$ cat src/rtl/atx_pkg.sv
package atx_pkg;
    localparam int TC_W    = 16;
    localparam int DATA_W  = 8;
    localparam int STOP_MAX = 2;
    localparam int FRAME_W = 1 + DATA_W + 1 + STOP_MAX;
    localparam int IDX_W   = $clog2(FRAME_W + 1);
    localparam int CNT_W   = TC_W + 7;

    typedef struct packed {
        logic [FRAME_W-1:0] bits;
        logic [IDX_W-1:0]   nbits;
        logic [CNT_W-1:0]   period;
    } frame_t;

    function automatic int unsigned data_len(input logic [1:0] code);
        case (code)
            2'b00:   return 5;
            2'b01:   return 7;
            2'b10:   return 6;
            default: return 8;
        endcase
    endfunction

    function automatic logic [CNT_W-1:0] bit_period(input logic [TC_W-1:0] tc,
                                                    input logic [1:0] mode);
        logic [CNT_W-1:0] base;
        base = CNT_W'(tc) + CNT_W'(2);
        case (mode)
            2'b00:   return base;
            2'b01:   return base << 4;
            2'b10:   return base << 5;
            default: return base << 6;
        endcase
    endfunction
endpackage

$ cat src/rtl/atx_framer.sv
module atx_framer
    import atx_pkg::*;
(
    input  logic [DATA_W-1:0] data,
    input  logic [TC_W-1:0]   tconst,
    input  logic [1:0]        clkmode,
    input  logic [1:0]        wlen,
    input  logic              par_en,
    input  logic              par_even,
    input  logic [1:0]        stop,
    output frame_t            frame
);
    always_comb begin
        int unsigned len;
        int unsigned pos;
        logic        ones;
        len  = data_len(wlen);
        ones = 1'b0;
        frame.bits = '1;
        frame.bits[0] = 1'b0;
        for (int i = 0; i < DATA_W; i++) begin
            if (i < int'(len)) begin
                frame.bits[1+i] = data[i];
                ones = ones ^ data[i];
            end
        end
        pos = 1 + len;
        if (par_en) begin
            frame.bits[pos] = par_even ? ones : ~ones;
            pos = pos + 1;
        end
        pos = pos + ((stop == 2'b11) ? 2 : 1);
        frame.nbits  = IDX_W'(pos);
        frame.period = bit_period(tconst, clkmode);
    end
endmodule

$ cat src/rtl/atx_holdbuf.sv
module atx_holdbuf
    import atx_pkg::*;
(
    input  logic              clk,
    input  logic              rst,
    input  logic              tx_en,
    input  logic              wr_valid,
    input  logic [DATA_W-1:0] wr_data,
    input  logic              take,
    output logic              full,
    output logic [DATA_W-1:0] data
);
    always_ff @(posedge clk) begin
        if (rst) begin
            full <= 1'b0;
            data <= '0;
        end else begin
            if (take)
                full <= 1'b0;
            if (wr_valid && tx_en) begin
                full <= 1'b1;
                data <= wr_data;
            end
        end
    end

    p_write_fills_r8: assert property (@(posedge clk) disable iff (rst)
        (wr_valid && tx_en) |=> (full && data == $past(wr_data)));
    p_disabled_keeps_r7: assert property (@(posedge clk) disable iff (rst)
        !tx_en |=> ($stable(full) && $stable(data)));
endmodule

$ cat src/rtl/atx_shifter.sv
module atx_shifter
    import atx_pkg::*;
(
    input  logic   clk,
    input  logic   rst,
    input  logic   ready,
    input  frame_t next_frame,
    output logic   take,
    output logic   txd,
    output logic   all_sent
);
    frame_t           cur;
    logic             busy;
    logic [IDX_W-1:0] idx;
    logic [CNT_W-1:0] cnt;
    logic             bit_done;
    logic             last_done;

    assign bit_done  = busy && (cnt == '0);
    assign last_done = bit_done && (idx == cur.nbits - IDX_W'(1));
    assign take      = ready && (!busy || last_done);

    always_ff @(posedge clk) begin
        if (rst) begin
            cur      <= '0;
            busy     <= 1'b0;
            idx      <= '0;
            cnt      <= '0;
            txd      <= 1'b1;
            all_sent <= 1'b1;
        end else if (take) begin
            cur      <= next_frame;
            busy     <= 1'b1;
            idx      <= '0;
            cnt      <= next_frame.period - CNT_W'(1);
            txd      <= next_frame.bits[0];
            all_sent <= 1'b0;
        end else if (last_done) begin
            busy     <= 1'b0;
            txd      <= 1'b1;
            all_sent <= 1'b1;
        end else if (bit_done) begin
            idx <= idx + IDX_W'(1);
            txd <= cur.bits[idx + IDX_W'(1)];
            cnt <= cur.period - CNT_W'(1);
        end else if (busy) begin
            cnt <= cnt - CNT_W'(1);
        end
    end

    p_idle_high_r3: assert property (@(posedge clk) disable iff (rst)
        !busy |-> txd);
    p_start_low_r3: assert property (@(posedge clk) disable iff (rst)
        take |=> (!txd && !all_sent));
    p_idx_bound_r3: assert property (@(posedge clk) disable iff (rst)
        busy |-> (idx < cur.nbits));
    p_cnt_bound_r2: assert property (@(posedge clk) disable iff (rst)
        busy |-> (cnt < cur.period));
    p_allsent_idle_r9: assert property (@(posedge clk) disable iff (rst)
        all_sent |-> !busy);
endmodule

$ cat src/rtl/async_tx_engine.sv
module async_tx_engine
    import atx_pkg::*;
(
    input  logic              clk,
    input  logic              rst,
    input  logic [TC_W-1:0]   cfg_tconst,
    input  logic [1:0]        cfg_clkmode,
    input  logic [1:0]        cfg_wlen,
    input  logic              cfg_par_en,
    input  logic              cfg_par_even,
    input  logic [1:0]        cfg_stop,
    input  logic              cfg_tx_en,
    input  logic              wr_valid,
    input  logic [DATA_W-1:0] wr_data,
    output logic              txd,
    output logic              buf_empty,
    output logic              all_sent
);
    logic              hold_full;
    logic [DATA_W-1:0] hold_data;
    logic              take;
    frame_t            next_frame;

    atx_holdbuf u_hold (
        .clk      (clk),
        .rst      (rst),
        .tx_en    (cfg_tx_en),
        .wr_valid (wr_valid),
        .wr_data  (wr_data),
        .take     (take),
        .full     (hold_full),
        .data     (hold_data)
    );

    atx_framer u_framer (
        .data     (hold_data),
        .tconst   (cfg_tconst),
        .clkmode  (cfg_clkmode),
        .wlen     (cfg_wlen),
        .par_en   (cfg_par_en),
        .par_even (cfg_par_even),
        .stop     (cfg_stop),
        .frame    (next_frame)
    );

    atx_shifter u_shift (
        .clk        (clk),
        .rst        (rst),
        .ready      (hold_full && cfg_tx_en),
        .next_frame (next_frame),
        .take       (take),
        .txd        (txd),
        .all_sent   (all_sent)
    );

    assign buf_empty = !hold_full;

    p_take_needs_en_r7: assert property (@(posedge clk) disable iff (rst)
        (take |-> (cfg_tx_en && !buf_empty)));
endmodule

$ cat config.mk
export PLATFORM = sky130hd
export DESIGN_NAME = async_tx_engine
export DESIGN_NICKNAME = d
export VERILOG_FILES = /design/src/rtl/atx_pkg.sv /design/src/rtl/atx_framer.sv /design/src/rtl/atx_holdbuf.sv /design/src/rtl/atx_shifter.sv /design/src/rtl/async_tx_engine.sv
export SDC_FILE = /design/constraint.sdc
export NUM_CORES = 1
export LEC_CHECK = 0
export CAP_MARGIN = 25
export CORE_MARGIN = 2
export CORE_UTILIZATION = 30
export CTS_BUF_LIST = sky130_fd_sc_hd__clkbuf_8
export DETAILED_ROUTE_END_ITERATION = 10
export DONT_BUFFER_PORTS = 1
export PLACE_DENSITY_LB_ADDON = 0.08
export SYNTH_ARGS = -nofsm -noshare
export SYNTH_HDL_FRONTEND = slang
export SYNTH_SLANG_ARGS = --single-unit
$ cat constraint.sdc
create_clock -name clk -period 12.06 [get_ports clk]
set_clock_uncertainty 0.2 [all_clocks]
set_input_delay 2.412 -clock clk [delete_from_list [all_inputs] [get_ports clk]]
set_output_delay 2.412 -clock clk [all_outputs]
set_load 0.02 [all_outputs]
======== Word level (Yosys, flattened, before mapping) ========
Cells that the tools add are included.
storage, ports and cells
  flip-flop bits (word level) ............. 78
  bits of input ports ..................... 36
  word-level logic and storage cells ...... 105
operators by class
  $add $sub $neg .......................... 9
  order comparisons ....................... 11
  eq/ne operators ......................... 7
  muxes and demuxes ....................... 40
  bitwise logic cells ..................... 9
  reduce and logical (&&, ||, !) cells .... 19
operators by type and width
  cell                   number
  $mux 23                4
  $pmux 23 s3            1
  $sub 23x1->23 const B  3
  $mux 1                 28
  $logic_not 23->1       1
  $add 16x2->17 const B  1
  $lt 3x4->1 const A     4
  $bwmux 12              1
  $mux 12                1
  $pmux 4 s3             1
  $add 4x1->4 const B    2
  $lt 1x4->1 const A     2
  $lt 2x4->1 const A     2
  $xor 1x1->1            7
  $eq 2x2->1 const B     3
  $logic_and 1x1->1      6
  $reduce_bool 3->1      2
  $add 1x4->5 const A    1
  $ge 5x1->1 const B     1
  $lt 4x5->1 const B     1
  $lt 5x5->1 const B     1
  $add 4x4->4            1
  $bmux 1 s4             1
  $demux 1 s4            1
  13 further kinds       19

======== Longest topological paths before layout ========
Gate-level depths: netlist (run 1).
  word-level depth ........................ 23
  mapped depth ............................ 18

======== Hierarchy ========
A second synthesis (run 1) with hierarchy kept.
unflattened totals
  cells, all modules ...................... 730
  area, all modules ....................... 5,586.6 µm²
modules (own cells, without submodules)
  module           instances  cells an instance  area each (µm²)  sequential area each (µm²)
  atx_shifter      1          508                3,963.8          1,381.3
  atx_framer       1          179                1,208.7          0.0
  atx_holdbuf      1          41                 404.1            180.2
  async_tx_engine  1          2                  10.0             0.0

======== Worst setup path after synthesis (run 1) ========
Ideal clock, no wire load.
  path kind ............................... input to register
  start ................................... in cfg_tx_en
  end ..................................... reg u_shift.cnt[16]
  data arrival time ....................... 5,918 ps
  data required time ...................... 11,769 ps
  setup slack ............................. 5,851 ps
  stages on the path ...................... 17
  cells stage by stage .................... buf_2 and2_1 buf_2 nor2b_1 clkbuf_1 a31o_4 clkbuf_1 clkbuf_1 buf_1 nor2_1 nor2_1 ha_1 nand3b_4 or2_0 clkbuf_2 or4_1 a311oi_1
between the ends
  cells in the longest elaborated chain, start to end .. 4
ends and longest elaborated chain
  what                                                                     RTL line               source
  start: declaration                                                       async_tx_engine.sv:12  input logic cfg_tx_en,
  $logic_and 1x1->1 *                                                      async_tx_engine.sv:49  .ready (hold_full && cfg_tx_en),
  $logic_and 1x1->1 *                                                      atx_shifter.sv:21      assign take = ready && (!busy || last_done);
  $ne 2x2->1 (no source line) / $reduce_bool 3->1 (equally long branches)  --
  $reduce_and 2->1 (no source line)                                        --
  end signal: assignment                                                   atx_shifter.sv:35      cnt <= next_frame.period - CNT_W'(1);
  end signal: assignment                                                   atx_shifter.sv:45      cnt <= cur.period - CNT_W'(1);
  end signal: assignment                                                   atx_shifter.sv:47      cnt <= cnt - CNT_W'(1);
  end: declaration                                                         atx_shifter.sv:15      logic [CNT_W-1:0] cnt;
Mark *: on every way between the ends. The rest lies on a longest branch, timed or not.
A chain may end at the register's enable or synchronous reset.

======== Final worst setup path (run 1) ========
Ends and elaborated chain as after synthesis.

==> results of run 1 <==
[power by group through the flow]
stage          logic, W  clock network [W]  registers, W
6_report       0.000170           0.000188      0.000285
5_1_grt        0.000190           0.000208      0.000287
4_1_cts        0.000170           0.000194      0.000285
3_5_place_dp   0.000169                  0      0.000291
3_3_place_gp   0.000169                  0      0.000291
2_1_floorplan  0.000143                  0      0.000286
[layout make-up]
cell class              count  area, um2
inverters                  14      52.55
well taps                 229      286.5
clock buffers               9      123.9
flip-flops and latches     78       1562
fillers                  1908      12180
multi-input cells         560       3561
clock inverters             7      55.05
repair buffers              3      22.52
[cell families (layout without fill, tap and decap cells)]
group | count (synthesis) | after routing | share of synthesized area
buffers and inverters | 65 | 33 | 0.05409
multiplexers | 16 | 16 | 0.04207
AND/OR/NAND/NOR | 290 | 290 | 0.2642
XOR/XNOR | 49 | 49 | 0.08229
flip-flops | 78 | 78 | 0.2885
AO/OA/AOI/OAI | 191 | 191 | 0.2351
adder cells (fa/ha/maj) | 14 | 14 | 0.03375
[sequential cells by signal, summed over array words and instances (netlist names)]
name              count
u_shift.cnt          23
u_shift.all_sent      1
u_shift.cur          39
u_shift.txd           1
u_hold.data           8
u_shift.busy          1
u_shift.idx           4
u_hold.full           1
[metal layers]
metal  track usage  share of wire  vias up
met5             0              0        -
met1        0.2548           0.51     2333
li1              -              -     2478
met4       0.05317          0.014        0
met2        0.2460           0.43      112
met3       0.02979          0.044       13
[stage by stage]
| step | utilization | area [um2] |
|---|---|---|
| global route | 0.3174 | 5663 |
| finish | 0.3174 | 5663 |
| detailed placement | 0.3074 | 5484 |
| CTS | 0.3174 | 5663 |
| floorplan | - | 5413 |
| global placement | 0.3074 | 5484 |
[worst min path at each step]
stage / start / endpoint / slack, ns / cells past startpoint
4_1_cts: u_shift.cur[21]$_SDFFE_PP0N_ / u_shift.cur[21]$_SDFFE_PP0N_ / 0.26 / 2
3_5_place_dp: u_shift.cur[21]$_SDFFE_PP0N_ / u_shift.cur[21]$_SDFFE_PP0N_ / 0.25 / 2
5_1_grt: u_shift.cur[30]$_SDFFE_PP0N_ / u_shift.cur[30]$_SDFFE_PP0N_ / 0.28 / 2
2_1_floorplan: u_shift.cur[29]$_SDFFE_PP0N_ / u_shift.cur[29]$_SDFFE_PP0N_ / 0.23 / 2
6_report: u_shift.cur[21]$_SDFFE_PP0N_ / u_shift.cur[21]$_SDFFE_PP0N_ / 0.25 / 2
3_3_place_gp: u_shift.cur[30]$_SDFFE_PP0N_ / u_shift.cur[30]$_SDFFE_PP0N_ / 0.24 / 2
[cell usage after synthesis, drive strengths merged, types with 10 or more instances]
cell,instances,area share
dfxtp,78,0.29
nand3,28,0.026
inv,14,0.0097
a311oi,18,0.029
nor3,36,0.035
a21oi,65,0.060
buf,19,0.022
clkbuf,32,0.023
ha,13,0.030
nand2,52,0.036
xor2,16,0.026
nand4,10,0.013
a211oi,24,0.034
o21ai,34,0.031
xnor2,32,0.052
nor2,105,0.073
[worst reg2reg max path, cell delays in order (launching register included)]
cell and delay, ns:
dfxtp_1 0.34, nor4_1 0.45, nand4_1 0.27, nor2_2 0.22
buf_4 0.39, a31oi_4 0.28, buf_4 0.41, a21oi_1 0.31
o21ai_1 0.39, nor4_4 0.56, nand2_1 0.11, a311oi_1 0.26
==> summary.md, run 1 <==
| Metric | Value |
|---|---|
| Placed insts | `about 880` |
| Bufs on Longest Clock Path | `2` |
| Pwr/cell area | `113.6 nW/um2` |
| Core Footprint | `approximately 18,000 um2` |
| Most frequent cells in the layout | `nor2_1 (104), dfxtp_1 (78), a21oi_1 (65)` |
| Largest delay contributor family on the critical path | `simple AND/OR/NAND/NOR gates` |
| Die Y | `around 140 um` |
| Worst skew pair latency | `~0.37 ns` |
| Most common cell after layout, fill and taps aside | `nor2_1` |
| Die ar. | `~19,000 um2` |
| Crit path depth | `9` |
| Max VDD drop | `about 37 uV` |
| Buf+Inv Stages, Crit Path | `0` |
| Reg power frac | `0.444` |
| Routed wire per std cell | `between 15 and 20 um` |
| Relative slew slack | `0.3295` |
| Fin cells | `900` |
| RSZ-0062 raised after global routing | `no` |
| CP Max Fanout | `53` |
| Worst slack at placement | `approximately 5.8 ns` |
| Syn Inst Count | `around 700` |
| Power, Total | `0.0006431 W` |
| Main synth FF type | `dfxtp_1` |
| First drt pass iteration count | `5` |
| Logic pwr share | `0.265` |
| Starting Density | `0.3034` |
| Antenna Violating Nets Remaining | `0` |
| Cell internal pwr | `slightly above 0.0004 W` |
| Layout cells sized above 1 | `0.07750` |
| Syn Area/Cell | `just under 8 um2` |
| Setup violators final | `0` |
| Clk pwr share | `0.292` |
| Setup ws final | `slightly above 6 ns` |
| CP endpoint kind | `flop` |
| H-tree Lvls | `3` |
| R2R depth | `11` |
| Row count | `between 40 and 50` |
| CP Launch Point | `cfg_tx_en` |
| Hold Slack | `about 0.25 ns` |
| CTS sink count | `slightly below 80` |
| Clk slew on worst S/H paths | `approximately 0.09 ns` |
| Via density | `roughly 5.5` |
| Remaining Overflow, GRT | `0` |
| Max incr delay on CP | `0.70 ns` |
| Status | `completed` |
| Antenna diode count | `0` |
| Vias in the first global route | `between 4,000 and 5,000` |
| FF-to-FF End | `u_shift.cnt[17]$_SDFFE_PP0P_` |
| Unique cell type count in the Yosys netlist | `76` |
| Die width | `around 140 um` |
| Dpl hpwl | `around 12,000 um` |
| IO Port Bufs | `0` |
| Largest net degree at the start of global routing | `69` |
| CP arrival | `about 6.0 ns` |
| Worst setup SP type | `primary input` |
| Max cap viols | `0` |
| Crit path required time | `between 10 and 15 ns` |
| Setup TNS | `0 ns` |
| Flop and latch count out of synthesis | `78` |
| Cts hold-fix bufs | `0` |
| GPL Wtd Cong | `approximately 0.82` |
| Final Cycle Share | `0.4868` |
| Synthesis-to-layout area growth | `4.623%` |
| Ys Warns | `0` |
| Worst-path cell chain | `and2_1 -> nor2b_1 -> a31o_4 -> o21a_1 -> ha_1 -> nand3b_4 -> or2_0 -> or4_1 -> a311oi_1` |
| GR Util All Layers | `0.1699` |
| Drt drc | `0` |
| Layout net count | `716` |
| Setup crit end | `u_shift.cnt[16]$_SDFFE_PP0P_` |
| Seq/Total Area, Yosys | `0.2885` |
| Synth async-reset ratio | `0` |
| Crit-path slowest cell | `nor2b_1` |
| Sw Share | `0.3557` |
| Final hold viol count | `0` |
| Worst-Margin Slew | `approximately 1.0 ns` |
| Ports | `39` |
| CTS tree | `done` |
| First-pass GRT wire length | `~26,000 um` |
| CP Class | `in -> reg` |
| Final Max Slew Viols | `0` |
| Period minus WS final | `approximately 5.9 ns` |
| Iter 0 DRT Violations | `around 420` |
| Final wirelength | `~16,000 um` |
| FF-to-FF Start | `u_shift.cnt[11]$_SDFFE_PP0P_` |
| Leak | `1.921 nW` |
| Sw Pwr | `between 0.0002 and 0.00025 W` |
| Worst R2R Setup Slack | `about 7.8 ns` |
| HP Class | `reg -> reg` |
| Syn Nets | `roughly 750` |
| Routed vias | `4,936` |
| F_max | `0.1703 GHz` |
| Post-Syn Area | `5413 um2` |
| Initial antenna violation count | `0` |
| Clock buffer count from CTS | `9` |
| Resize count post-CTS | `0` |
| Post-synth EDFFs | `0` |
| Postcts setup bufs | `0` |
| CTS root buf | `clkbuf_8` |
No activity file was read; power rests on OpenSTA's default activity.
==> inputs of run 2 (changes only) <==
--- a/config.mk
+++ b/config.mk
@@ -5,6 +5,7 @@
 export SDC_FILE = /design/constraint.sdc
 export NUM_CORES = 1
 export LEC_CHECK = 0
+export ABC_AREA = 1
 export CAP_MARGIN = 25
 export CORE_MARGIN = 2
 export CORE_UTILIZATION = 30
==> constraint.sdc (replaced) <==
create_clock -name clk -period 5.15 [get_ports clk]
set_clock_uncertainty 0.2 [all_clocks]
set_input_delay 1.03 -clock clk [delete_from_list [all_inputs] [get_ports clk]]
set_output_delay 1.03 -clock clk [all_outputs]
set_load 0.02 [all_outputs]
==> run 2 against run 1 <==
Against the previous run:
- critical path depth grew 11
- via count is 9.9% higher
- power increased to 2.7 times the previous value
- first-iteration DRC count fell by 10%
- global-route usage up 0.93 points
- worst setup slack got worse by 4.9 ns
- non-clock buffer count rose by 3
- largest cell class unchanged
==> summary.md, run 2 <==
| Metric | Value |
|---|---|
| Drt drc | `0` |
| Post-Syn Area | `roughly 5400 um2` |
| CTS sink count | `78` |
| CTS tree | `done` |
| F_max | `0.2559 GHz` |
| First drt pass iteration count | `7` |
| Main synth FF type | `dfxtp_1` |
| Via density | `4.996` |
| Vias in the first global route | `5,181` |
| Setup TNS | `0 ns` |
| Syn Area/Cell | `6.240 um2` |
| Unique cell type count in the Yosys netlist | `41` |
| Initial antenna violation count | `0` |
| Hold Slack | `0.2429 ns` |
| Resize count post-CTS | `0` |
| Leak | `2.605 nW` |
| IO Port Bufs | `0` |
| Routed wire per std cell | `between 15 and 20 um` |
| CP Class | `reg -> reg` |
| Most common cell on crit path | `nand2_1` |
| Relative slew slack | `0.3724` |
| Worst R2R Setup Slack | `approximately 1.2 ns` |
| CTS root buf | `clkbuf_8` |
| Max incr delay on CP | `0.48 ns` |
| Largest cells by area after synthesis | `dfxtp_1 (29%), nand2_1 (14%), inv_1 (8.5%)` |
| Pwr/cell area | `roughly 300 nW/um2` |
| Die Y | `around 140 um` |
| H-tree Lvls | `3` |
| Core Footprint | `~18,000 um2` |
| FF/Latch Area | `roughly 1600 um2` |
| Most common cell after layout, fill and taps aside | `nand2_1` |
| Remaining Overflow, GRT | `0` |
| Crit path required time | `roughly 5.2 ns` |
| GPL Wtd Cong | `just under 0.9` |
| Antenna diode count | `0` |
| Cts hold-fix bufs | `0` |
| Synth async-reset ratio | `0` |
| Setup violators final | `0` |
| Worst-path cell chain | `inv_1 -> nor2_1 -> nand2_1 -> nor2_1 -> nand2_1 -> nor2_2 -> nand3_4 -> nand2_2 -> nand2_4 -> nand2_1 -> nand2_1 -> inv_2 -> ha_1 -> nand3_1 -> nor2_1 -> nand3_2 -> inv_1 -> a21boi_0 -> o21bai_1 -> inv_1` |
| RSZ-0062 raised after global routing | `no` |
| Post-synth EDFFs | `0` |
| Seq/Total Area, Yosys | `0.2890` |
| Status | `completed` |
| Ports | `39` |
| Ys Warns | `0` |
| Synthesis-to-layout area growth | `8.266%` |
| CP endpoint kind | `flop` |
| Row count | `around 50` |
| Buf+Inv Stages, Crit Path | `4` |
| First-pass GRT wire length | `about 28,000 um` |
| Fillers | `slightly below 2,000` |
| Syn Inst Count | `about 870` |
| Dpl hpwl | `12,760 um` |
| Final hold viol count | `0` |
| Largest net degree at the start of global routing | `46` |
| Largest delay contributor family on the critical path | `simple AND/OR/NAND/NOR gates` |
| Max VDD drop | `roughly 140 uV` |
| Area of the multi-input gates | `3238 um2` |
| Antenna Violating Nets Remaining | `0` |
| Starting Density | `0.3029` |
| Postcts setup bufs | `0` |
| Clock buffer count from CTS | `9` |
| Top cell type's share of synthesized area | `0.2890` |
| Period minus WS final | `between 3 and 4 ns` |
| Flop and latch count out of synthesis | `approximately 80` |
| Bufs on Longest Clock Path | `2` |
| Worst skew pair latency | `around 0.38 ns` |
| Die ar. | `around 19,000 um2` |
| Die width | `around 140 um` |
| HP Class | `reg -> reg` |
| Max cap viols | `0` |
| Syn Nets | `between 900 and 1,000` |
| Worst setup SP type | `flop` |
| Iter 0 DRT Violations | `about 380` |
| Most common cell in the netlist | `nand2_1` |
| Final wirelength | `about 17,000 um` |
| CP Max Fanout | `45` |
| Layout net count | `902` |
| CP arrival | `around 4 ns` |
| Synth area leader | `dfxtp_1` |
| GR Util All Layers | `0.1792` |
| Most frequent cells in the layout | `nand2_1 (200), inv_1 (122), nand3_1 (91)` |
| Layout cells sized above 1 | `0.06768` |
| Clk slew on worst S/H paths | `0.08 ns` |
| Crit-path slowest cell | `nor2_2` |
| Biggest register | `u_shift.cur` |
| Largest regs | `u_shift.cur x39, u_shift.cnt x23, u_hold.data x8` |
| Max FFs per register | `39` |
| Final Max Slew Viols | `0` |
| Worst-Margin Slew | `0.9392 ns` |
| Routed vias | `between 5,000 and 6,000` |
| Power, Total | `~0.0018 W` |
| Final Cycle Share | `0.7588` |
| Top post-synthesis cells by count | `nand2_1 (200), inv_1 (122), nand3_1 (91)` |
## run 2: changes by cell type in the layout (fill, tap and decap cells not counted), sizes merged, moves of 32 or more
cell | previous run | this run
o21ai | 34 | 66
nand2 | 52 | 214
nor3 | 36 | 3
inv | 17 | 124
nand3 | 28 | 95
## run 2: where the power goes
| part | internal, W | total, W | switching (W) |
|---|---|---|---|
| clock network | 0.000334 | 0.000582 | 0.000248 |
| registers | 0.000642 | 0.000666 | 0.0000243 |
| logic | 0.000162 | 0.000504 | 0.000342 |
## run 2: layout make-up
class | instances | share of cell area
sequential | 78 | 0.2669
clock inverter | 6 | 0.01861
multi-input combinational | 632 | 0.5535
timing repair buffer | 6 | 0.008340
tap | 229 | 0.04897
clock buffer | 10 | 0.02352
inverter | 125 | 0.08020
## run 2: metrics by stage
step                      setup WS (ns)  utilization  cell area (um2)  cells
after floorplan                   2.067            -             5404    866
after global placement            1.373       0.3131             5585   1068
after detailed placement          1.238       0.3137             5597   1069
after CTS                         1.222       0.3275             5843   1085
after global routing             0.7389       0.3279             5851   1086
final                             1.242       0.3279             5851   1086
## run 2: worst paths after layout
kind,depth (start not counted),end,from
worst max-delay path,20,u_shift.cnt[10]$_SDFFE_PP0P_,u_shift.busy$_SDFFE_PP0P_
worst min-delay path,2,u_shift.cur[27]$_SDFFE_PP0N_,u_shift.cur[27]$_SDFFE_PP0N_
worst max register to register,20,u_shift.cnt[10]$_SDFFE_PP0P_,u_shift.busy$_SDFFE_PP0P_
worst min register to register,2,u_shift.cur[27]$_SDFFE_PP0N_,u_shift.cur[27]$_SDFFE_PP0N_
## run 2: kinds of logic after synthesis
group,Yosys count,share of synthesized area
adders and majority gates,14,0.03381
AOI/OAI and AO/OA,158,0.1646
and+or+nand+nor,440,0.3677
xor gates and xnor gates,20,0.03242
DFF,78,0.2890
buffers and inverters,156,0.1125
## run 2: metal layers
| layer | vias to the layer above | global-route usage | part of all wire |
|---|---|---|---|
| li1 | 2788 | - | - |
| met1 | 2496 | 0.2205 | 0.44 |
| met2 | 122 | 0.3140 | 0.50 |
| met3 | 20 | 0.04157 | 0.041 |
| met4 | 0 | 0.04941 | 0.019 |
| met5 | - | 0 | 0 |
## run 2: worst min-delay path, cell delays in order (launching register included)
cell     delay [ns]
dfxtp_1        0.30
inv_1          0.06
nor2_1         0.04
==> inputs of run 3 (changes only) <==
==> constraint.sdc (replaced) <==
create_clock -name clk -period 3.8 [get_ports clk]
set_clock_uncertainty 0.2 [all_clocks]
set_input_delay 0.76 -clock clk [delete_from_list [all_inputs] [get_ports clk]]
set_output_delay 0.76 -clock clk [all_outputs]
set_load 0.02 [all_outputs]
==> run 3 against run 2 <==
Against the previous run:
- power is 34% higher
- clock power is 31% higher
- sequential share of layout area is 0.14 points lower
- final cell count is 0.46% higher
- first-iteration DRC count is 23% lower
- via count is 0.53% lower
- maximum frequency is 11% higher
- non-clock buffer count is 6 higher
- register-to-register slack worse by 0.96 ns
- hold slack worse by 0.0043 ns
- utilization is 0.17 points higher
- largest power group unchanged
- highest routed layer unchanged
==> summary.md, run 3 (same netlist as run 2, synthesis figures left out) <==
| Metric | Value |
|---|---|
| Resize count post-CTS | `0` |
| Final hold viol count | `0` |
| Status | `completed` |
| Synthesis-to-layout area growth | `8.821%` |
| Ports | `39` |
| Final Util | `0.3296` |
| IO Port Bufs | `0` |
| FF-to-FF Start | `u_shift.cur[23]$_SDFFE_PP0N_` |
| H-tree Lvls | `3` |
| Crit path depth | `17` |
| Layout net count | `about 910` |
| Period minus WS final | `about 3.5 ns` |
| Drt drc | `0` |
| Most common cell after layout, fill and taps aside | `nand2_1` |
| CP arrival | `3.57 ns` |
| Final wirelength | `17,150 um` |
| Clk slew on worst S/H paths | `0.09 ns` |
| Leak | `2.622 nW` |
| Biggest register | `u_shift.cur` |
| Setup violators final | `0` |
| Postcts setup bufs | `0` |
| Max cap viols | `0` |
| CTS tree | `done` |
| Crit path required time | `3.86 ns` |
| Top Layer Used | `met4` |
| Dpl hpwl | `13,090 um` |
| Largest net degree at the start of global routing | `45` |
| Worst skew pair latency | `0.37 ns` |
| Worst R2R Setup Slack | `0.28 ns` |
| HP Class | `reg -> reg` |
| Relative slew slack | `0.5839` |
| Routed wire per std cell | `15.72 um` |
| CTS root buf | `clkbuf_8` |
| FF-to-FF End | `u_shift.cnt[13]$_SDFFE_PP0P_` |
| First drt pass iteration count | `5` |
| Worst setup SP type | `flop` |
| Cells on Worst Hold Path | `2` |
| Largest regs | `u_shift.cur x39, u_shift.cnt x23, u_hold.data x8` |
| Final Cycle Share | `0.9258` |
| GR Util All Layers | `0.1807` |
| Worst-Margin Slew | `between 0.6 and 0.7 ns` |
| CTS sink count | `approximately 80` |
| Row count | `49` |
| DR WL met3 | `approximately 640 um` |
| R2R depth | `17` |
| Buf+Inv Stages, Crit Path | `3` |
| Worst-path cell chain | `inv_1 -> ha_1 -> xor2_1 -> nand2_1 -> nor2_1 -> nand3_4 -> nand2_2 -> nand2_4 -> buf_4 -> nand2_1 -> nand2_2 -> nor2_1 -> nand3_2 -> nor2_4 -> inv_2 -> o21ai_1 -> a21oi_2` |
| F_max | `about 0.28 GHz` |
| Max incr delay on CP | `roughly 0.36 ns` |
| Initial antenna violation count | `0` |
| Iter 0 DRT Violations | `290` |
| Starting Density | `0.3029` |
| CP Max Fanout | `27` |
| CP endpoint kind | `flop` |
| Via density | `4.947` |
| CP Class | `reg -> reg` |
| Hold Startpoint | `u_shift.cur[27]$_SDFFE_PP0N_` |
| Clock buffer count from CTS | `9` |
| Most frequent cells in the layout | `nand2_1 (200), inv_1 (122), nand3_1 (91)` |
| Final Max Slew Viols | `0` |
| Setup TNS | `0 ns` |
| Remaining Overflow, GRT | `0` |
| Die Y | `between 100 and 150 um` |
| Vias in the first global route | `5,255` |
| Largest delay contributor family on the critical path | `simple AND/OR/NAND/NOR gates` |
| Bufs on Longest Clock Path | `2` |
| Worst Hold End | `u_shift.cur[27]$_SDFFE_PP0N_` |
| Antenna diode count | `0` |
| Metal-1 WL | `between 7000 and 8000 um` |
| Die ar. | `19,100 um2` |
| Routed vias | `about 5,400` |
| Max FFs per register | `39` |
| RSZ-0062 raised after global routing | `no` |
| Cts hold-fix bufs | `0` |
| Core Footprint | `between 15,000 and 20,000 um2` |
| Met2 routed WL | `8569 um` |
| GPL Wtd Cong | `~0.84` |
| Antenna Violating Nets Remaining | `0` |
| Die width | `between 100 and 150 um` |
| Layout cells sized above 1 | `0.07309` |
| Crit-path slowest cell | `dfxtp_1` |
| Max VDD drop | `between 200 and 300 uV` |
| Pwr/cell area | `400.7 nW/um2` |
| First-pass GRT wire length | `approximately 28,000 um` |
==> run 3: cell types whose count changed in the layout (fill, tap and decap cells not counted) <==
cell / delta
clkinv_2: -1
buf_4: +7
clkbuf_8: -1
buf_6: -1
clkinvlp_4: +1
==> run 3: layer usage <==
layer / vias to the layer above / global-route usage
met5: - / 0
met4: 0 / 0.04780
met3: 16 / 0.03879
met2: 101 / 0.3187
met1: 2475 / 0.2234
li1: 2805 / -
==> run 3: report_power, final <==
part,internal [W],switching (W)
logic,0.000223,0.000469
clock network,0.000433,0.000330
registers,0.000870,0.0000311
==> run 3: how the worst max path moves through the flow <==
stage / from / end / slack [ns]
final: u_shift.cur[23]$_SDFFE_PP0N_ / u_shift.cnt[13]$_SDFFE_PP0P_ / 0.28
after global routing: u_shift.cur[23]$_SDFFE_PP0N_ / u_shift.cnt[13]$_SDFFE_PP0P_ / 0.04
after CTS: u_shift.cur[23]$_SDFFE_PP0N_ / u_shift.cnt[13]$_SDFFE_PP0P_ / 0.30
after detailed placement: u_shift.cur[23]$_SDFFE_PP0N_ / u_shift.cnt[13]$_SDFFE_PP0P_ / 0.34
after global placement: u_shift.cur[23]$_SDFFE_PP0N_ / u_shift.cnt[13]$_SDFFE_PP0P_ / 0.36
after floorplan: u_shift.cur[23]$_SDFFE_PP0N_ / u_shift.cnt[18]$_SDFFE_PP0P_ / 0.84
==> run 3: cell type report <==
| type | instances | area (um2) |
|---|---|---|
| Fill cell | 1998 | 11960 |
| Multi-Input combinational cell | 632 | 3238 |
| Sequential cell | 78 | 1562 |
| Inverter | 125 | 469.2 |
| Tap cell | 229 | 286.5 |
| Clock buffer | 9 | 123.9 |
| Clock inverter | 6 | 111.4 |
| Timing Repair Buffer | 12 | 90.09 |
==> run 3: stage by stage <==
step                cell area, um2  power (W)  hold WS (ns)  instances  worst slack [ns]
detailed placement            5638   0.001613        0.2292       1075            0.3362
finish                        5881   0.002357        0.2386       1091            0.2820
floorplan                     5404   0.001441        0.2160        866            0.8396
CTS                           5873   0.002395        0.2275       1090            0.2996
global placement              5638   0.001617        0.2264       1075            0.3553
global route                  5881   0.002520        0.2207       1091           0.04091
==> run 3: tightest hold or removal path, stage by stage, from the launching register on <==
cell and delay [ns]:
dfxtp_1 0.30, inv_1 0.06, nor2_1 0.04
